File: src/rtl/pic_init_pkg.sv
package pic_init_pkg;

    localparam int BYTE_W = 8;
    localparam int START_BIT = 4;
    localparam int OCW_SEL_BIT = 3;

    typedef enum logic [1:0] {
        STEP_IDLE,
        STEP_VEC,
        STEP_CASC,
        STEP_MODE
    } step_e;

    typedef enum logic [2:0] {
        WR_NONE,
        WR_START,
        WR_PRIO,
        WR_RDMASK,
        WR_DATA
    } wr_kind_e;

    function automatic wr_kind_e classify(input logic we, input logic port,
                                          input logic [BYTE_W-1:0] d);
        if (!we)
            return WR_NONE;
        if (port)
            return WR_DATA;
        if (d[START_BIT])
            return WR_START;
        if (d[OCW_SEL_BIT])
            return WR_RDMASK;
        return WR_PRIO;
    endfunction

    function automatic logic start_word_bad(input logic [BYTE_W-1:0] d);
        return (!d[0]) || d[1];
    endfunction

    function automatic step_e step_after(input step_e s);
        case (s)
            STEP_VEC:  return STEP_CASC;
            STEP_CASC: return STEP_MODE;
            default:   return STEP_IDLE;
        endcase
    endfunction

endpackage

File: src/rtl/pic_wr_decode.sv
module pic_wr_decode
    import pic_init_pkg::*;
(
    input  logic              wr_en,
    input  logic              port_sel,
    input  logic [BYTE_W-1:0] wr_data,
    output wr_kind_e          kind
);
    always_comb kind = classify(wr_en, port_sel, wr_data);
endmodule

File: src/rtl/pic_init_step.sv
module pic_init_step
    import pic_init_pkg::*;
(
    input  logic     clk,
    input  logic     rst,
    input  wr_kind_e kind,
    output step_e    step,
    output logic     busy
);
    always_ff @(posedge clk) begin
        if (rst)
            step <= STEP_IDLE;
        else if (kind == WR_START)
            step <= STEP_VEC;
        else if (kind == WR_DATA && step != STEP_IDLE)
            step <= step_after(step);
    end

    always_comb busy = (step != STEP_IDLE);
endmodule

File: src/rtl/pic_cfg_regs.sv
module pic_cfg_regs
    import pic_init_pkg::*;
#(
    parameter int NUM_LINES = 8,
    parameter int MODE_W = 5,
    localparam int PRIO_W = $clog2(NUM_LINES),
    localparam int VEC_W = BYTE_W - PRIO_W
)(
    input  logic              clk,
    input  logic              rst,
    input  wr_kind_e          kind,
    input  step_e             step,
    input  logic [BYTE_W-1:0] wr_data,
    output logic [VEC_W-1:0]  vec_base,
    output logic [BYTE_W-1:0] cascade_id,
    output logic [MODE_W-1:0] mode_flags,
    output logic [NUM_LINES-1:0] irq_mask,
    output logic [PRIO_W-1:0] lowest_prio,
    output logic              spec_mask,
    output logic              read_isr,
    output logic              icw1_illegal
);
    localparam logic [PRIO_W-1:0] PRIO_DFLT = PRIO_W'(NUM_LINES - 1);
    localparam logic [BYTE_W-1:0] SLAVE_DFLT = BYTE_W'(7);

    always_ff @(posedge clk) begin
        if (rst) begin
            vec_base     <= '0;
            cascade_id   <= SLAVE_DFLT;
            mode_flags   <= '0;
            irq_mask     <= '0;
            lowest_prio  <= PRIO_DFLT;
            spec_mask    <= 1'b0;
            read_isr     <= 1'b0;
            icw1_illegal <= 1'b0;
        end else begin
            case (kind)
                WR_START: begin
                    irq_mask     <= '0;
                    lowest_prio  <= PRIO_DFLT;
                    cascade_id   <= SLAVE_DFLT;
                    spec_mask    <= 1'b0;
                    read_isr     <= 1'b0;
                    icw1_illegal <= start_word_bad(wr_data);
                end
                WR_DATA: begin
                    case (step)
                        STEP_VEC:  vec_base   <= wr_data[BYTE_W-1:PRIO_W];
                        STEP_CASC: cascade_id <= wr_data;
                        STEP_MODE: mode_flags <= wr_data[MODE_W-1:0];
                        default:   irq_mask   <= wr_data[NUM_LINES-1:0];
                    endcase
                end
                WR_PRIO: begin
                    if (wr_data[7:6] == 2'b11)
                        lowest_prio <= wr_data[PRIO_W-1:0];
                end
                WR_RDMASK: begin
                    if (wr_data[6])
                        spec_mask <= wr_data[5];
                    if (wr_data[1])
                        read_isr <= wr_data[0];
                end
                default: ;
            endcase
        end
    end
endmodule

File: src/rtl/pic_init_seq.sv
module pic_init_seq
    import pic_init_pkg::*;
#(
    parameter int NUM_LINES = 8,
    parameter int MODE_W = 5,
    localparam int PRIO_W = $clog2(NUM_LINES),
    localparam int VEC_W = BYTE_W - PRIO_W
)(
    input  logic                 clk,
    input  logic                 rst,
    input  logic                 wr_en,
    input  logic                 port_sel,
    input  logic [BYTE_W-1:0]    wr_data,
    output logic [VEC_W-1:0]     vec_base,
    output logic [BYTE_W-1:0]    cascade_id,
    output logic [MODE_W-1:0]    mode_flags,
    output logic [NUM_LINES-1:0] irq_mask,
    output logic [PRIO_W-1:0]    lowest_prio,
    output logic                 spec_mask,
    output logic                 read_isr,
    output logic                 init_busy,
    output logic                 icw1_illegal
);
    wr_kind_e kind;
    step_e    step;

    pic_wr_decode u_dec (
        .wr_en    (wr_en),
        .port_sel (port_sel),
        .wr_data  (wr_data),
        .kind     (kind)
    );

    pic_init_step u_step (
        .clk  (clk),
        .rst  (rst),
        .kind (kind),
        .step (step),
        .busy (init_busy)
    );

    pic_cfg_regs #(.NUM_LINES(NUM_LINES), .MODE_W(MODE_W)) u_cfg (
        .clk          (clk),
        .rst          (rst),
        .kind         (kind),
        .step         (step),
        .wr_data      (wr_data),
        .vec_base     (vec_base),
        .cascade_id   (cascade_id),
        .mode_flags   (mode_flags),
        .irq_mask     (irq_mask),
        .lowest_prio  (lowest_prio),
        .spec_mask    (spec_mask),
        .read_isr     (read_isr),
        .icw1_illegal (icw1_illegal)
    );
endmodule

File: config.mk
export PLATFORM = sky130hd
export DESIGN_NAME = pic_init_seq
export DESIGN_NICKNAME = d
export VERILOG_FILES = /design/src/rtl/pic_init_pkg.sv /design/src/rtl/pic_wr_decode.sv /design/src/rtl/pic_init_step.sv /design/src/rtl/pic_cfg_regs.sv /design/src/rtl/pic_init_seq.sv
export SDC_FILE = /design/constraint.sdc
export NUM_CORES = 1
export LEC_CHECK = 0
export BUFFER_PORTS_ARGS = -buffer_cell sky130_fd_sc_hd__buf_2
export CAP_MARGIN = 20
export CORE_MARGIN = 2
export CORE_UTILIZATION = 53
export CTS_BUF_LIST = sky130_fd_sc_hd__clkbuf_4 sky130_fd_sc_hd__clkbuf_8 sky130_fd_sc_hd__clkbuf_16
export CTS_CLUSTER_DIAMETER = 150
export CTS_CLUSTER_SIZE = 8
export DETAILED_ROUTE_END_ITERATION = 8
export HOLD_SLACK_MARGIN = 0.1
export PLACE_DENSITY_LB_ADDON = 0.1
export RECOVER_POWER = 25
export SYNTH_ARGS = -nofsm -noshare
export SYNTH_HDL_FRONTEND = slang
export SYNTH_HIERARCHICAL = 1
export SYNTH_SLANG_ARGS = --single-unit
File: constraint.sdc
create_clock -name clk -period 4 [get_ports clk]
set_clock_uncertainty 0.15 [all_clocks]
set_input_delay 0.2 -clock clk [delete_from_list [all_inputs] [get_ports clk]]
set_output_delay 0.2 -clock clk [all_outputs]
set_load 0.005 [all_outputs]
==> metrics.md <==
| Metric | Value |
|---|---|
| Status | completed |
| Global-route wire length before repair | 5.540 mm |
| Pin slew with the least headroom to its limit | 0.8030 ns |
| FMAX | 410.6 MHz |
| Root cell of the clock tree | clkbuf_4 |
| Post-synthesis register bit count | 34 |
| All-Layer GR Usage | 22.45% |
| Post-Route WL | 3.295 mm |
| 1st-pass router iterations | 5 |
| Vias | 1248 |
| Crit path depth | 8 |
| Clock Sink Count | 34 |
| R2R Path Start | u_step/step[0] |
| Post-synth EDFFs | 0 |
| WP data required | 4.14 ns |
| R2R setup slack | ~2.3 ns |
| Synth top area cells | dfxtp_1, a22o_1, mux2i_1 |
| Initial antenna violation count | 0 |
| Mapped Avg Cell Area | 10.49 um2 |
| P_leak | 0.0007972 uW |
| I/O pins | 45 |
| FFs w/ async S/R, synth | 0% |
| Reg2Reg Depth | 5 |
| Max FO, Critical Path | 10 |
| Largest net degree at the start of global routing | 20 |
| DRC viols | 0 |
| HPWL Detailed | 2.314 mm |
| DRT iter0 DRCs | 41 |
| Clk pin slew, worst setup/hold paths | 0.11 ns |
| Port Buf Inserts | 44 |
| Final WS setup | 1.565 ns |
| Total power | 735.5 uW |
| Syn Nets | 152 |
| Min Hold Slack | 0.2661 ns |
| Share of cells above drive strength 1 | ~29% |
| Hold wc startpoint | wr_en |
| Post-synthesis sequential area ratio | a little under half |
| Power Density | 393.5 mW/mm2 |
| Worst Setup SP | wr_data[4] |
| Setup TNS | 0 ns |
| H-tree levels | 2 |
| Post-synth top area share | between 40% and 50% |
| Top-count cell post-synth | dfxtp_1 |
| MaxCap Viol Count | 0 |
| Crit start category | input port |
| GPL Wtd Cong | 0.8250 |
| Min Clock Period, post-route | about 2.4 ns |
| CP Capture Type | flop |
| Non-Filler Instances | 224 |
| Die Y | 56.26 um |
| CTS Buf Count | 5 |
| Post-CTS setup repair buffer count | 0 |
| Final Hold Vio Count | 0 |
| Slowest CP cell | dlygate4sd3_1 |
| RSZ-0062 raised after global routing | false |
| Hold path depth | 5 |
| Placed Cells incl. Taps | 206 |
| Primary FF master, synth | dfxtp_1 |
| Capturing point of the worst reg2reg path | u_step/step[0] |
| Leading area contributor after synthesis | dfxtp_1 |
| Aggregate global routing overflow | 0 |
| Crit-path max cell delay | between 0.5 and 0.6 ns |
| CTS tree | built |
| # setup viols final | 0 |
| HP Class | input port to flop |
| Unique masters post-synth | 37 |
| Hold Path Sink | u_step/step[0] |
| Yosys warnings | 6 |
| Crit-path cells | dlygate4sd3_1 -> buf_2 -> nor2_1 -> nor2_2 -> and2b_1 -> nand4_1 -> a21oi_1 -> dlygate4sd3_1 |
| Core Region | approximately 0.0025 mm2 |
| DP Worst Slack | 1.876 ns |
| Worst path most repeated cell | dlygate4sd3_1 |
| Die width | between 50 and 60 um |
| Period utilization | around 61% |
| Buffers & Inverters on Critical Path | 3 |
| Final Max Tran Viols | 0 |
| Gate count after technology mapping | about 140 |
| CTS Buffer Depth | 2 |
| Number of vias per cell | 5.571 |
| Relative slew slack | 46.27% |
| Post-CTS Resized | 0 |
| Final #Nets | 207 |
| Worst skew pair latency | 0.34 ns |
| Area grow syn2layout | 29.13% |
| CP delay by family, top | buffers and inverters |
| VDD IR max | 0.0004531 V |
| CP Class | input port to flop |
| Avg WL per Cell | ~15 um |
| Antenna diode count | 0 |
| CP Data Arrival Time | 2.57 ns |
| Row cnt | 18 |
| Final ANT Viol Nets | 0 |
| Initial core utilization | 57.39% |
| Synth cell count leaders | dfxtp_1, nand2_1, a22o_1 |
| Via count of the first global-routing pass | between 1000 and 1500 |
| Die area | 0.003165 mm2 |
| Syn Std Cell Area | approximately 0.0014 mm2 |
[registers in the layout (all words and copies together), names as in the netlist]
register	count
u_cfg/irq_mask	8
u_cfg/icw1_illegal	1
u_cfg/read_isr	1
u_cfg/spec_mask	1
u_cfg/vec_base	5
u_cfg/mode_flags	5
u_cfg/cascade_id	8
u_step/step	2
u_cfg/lowest_prio	3
[worst register-to-register path, cell delays in order (launching register included)]
cell	delay, ns
dfxtp_1	0.45
inv_1	0.13
ha_1	0.26
nor4b_4	0.32
a21oi_1	0.09
a221oi_2	0.22
[layout make-up]
type                            instances  area, um2
Clock inverter                          3      68.82
Clock buffer                            5      37.54
Inverter                                6      22.52
Timing Repair Buffer                   54      314.1
Fill cell                             202      653.1
Sequential cell                        34      680.7
Tap cell                               30      37.54
Multi-Input combinational cell         92      708.2
[metal layers]
layer  global-route usage (%)  vias up  part of all wire (%)
li1                         -      607                     -
met1                    26.31      589                    43
met2                    38.15       45                    50
met4                    11.56        0                   1.9
met5                        0        -                     0
met3                    5.069        7                   5.2
[placed cells by master (no fill, tap or decap), drive strengths merged]
| cell | count |
|---|---|
| o22a | 6 |
| nor2b | 3 |
| or3 | 1 |
| a221oi | 1 |
| and3b | 2 |
| a21oi | 5 |
| o21ai | 2 |
| nor3b | 1 |
| clkinv | 2 |
| buf | 39 |
| dlygate4sd3 | 10 |
| bufinv | 2 |
| a22o | 13 |
| inv | 5 |
| nand4 | 2 |
| dfxtp | 34 |
| and4bb | 1 |
| mux2i | 10 |
| nor4b | 3 |
| and2 | 1 |
| and2b | 1 |
| o31ai | 2 |
| a211o | 1 |
| nor2 | 5 |
| nand2 | 19 |
| nand4b | 1 |
| nand3 | 1 |
| a31oi | 1 |
| ha | 2 |
| and3 | 2 |
| clkbuf | 10 |
| nand2b | 4 |
| nor3 | 1 |
| o31a | 1 |
[how the worst max path moves through the flow]
stage | to
after global placement | u_cfg/lowest_prio[1]
final | u_cfg/spec_mask
after floorplan | u_cfg/lowest_prio[0]
after detailed placement | u_cfg/lowest_prio[1]
after CTS | u_cfg/spec_mask
after global routing | u_cfg/spec_mask
[logic make-up (layout without fill, tap and decap cells)]
kind of cell    count (synthesis)  in the layout  share of synthesized area [%]
fa+ha+maj                       2              2                          1.728
buf+inv                        12             68                          4.062
simple gates                   48             48                          20.66
compound gates                 32             32                          19.62
mux                            10             10                          6.915
flops                          34             34                          47.02
[through the flow]
| step | instance area, um2 | utilization [%] |
|---|---|---|
| 2_1_floorplan | 1448 | - |
| 3_3_place_gp | 1669 | 66.17 |
| 3_5_place_dp | 1669 | 66.17 |
| 4_1_cts | 1876 | 74.36 |
| 5_1_grt | 1869 | 74.11 |
| 6_report | 1869 | 74.11 |
[report_power, final]
part | leakage, uW | switching, uW | internal (uW)
logic | 0.000467 | 38.7 | 31.0
registers | 0.000275 | 4.20 | 345
clock network | 0.0000554 | 121 | 195
[timing repair]
action / 4_1_cts / 5_1_grt
hold buffers: 10 / 0
setup endpoints to repair: 0 / 0
endpoints found under the hold margin: 33 / 0
No activity file was read; power rests on OpenSTA's default activity.
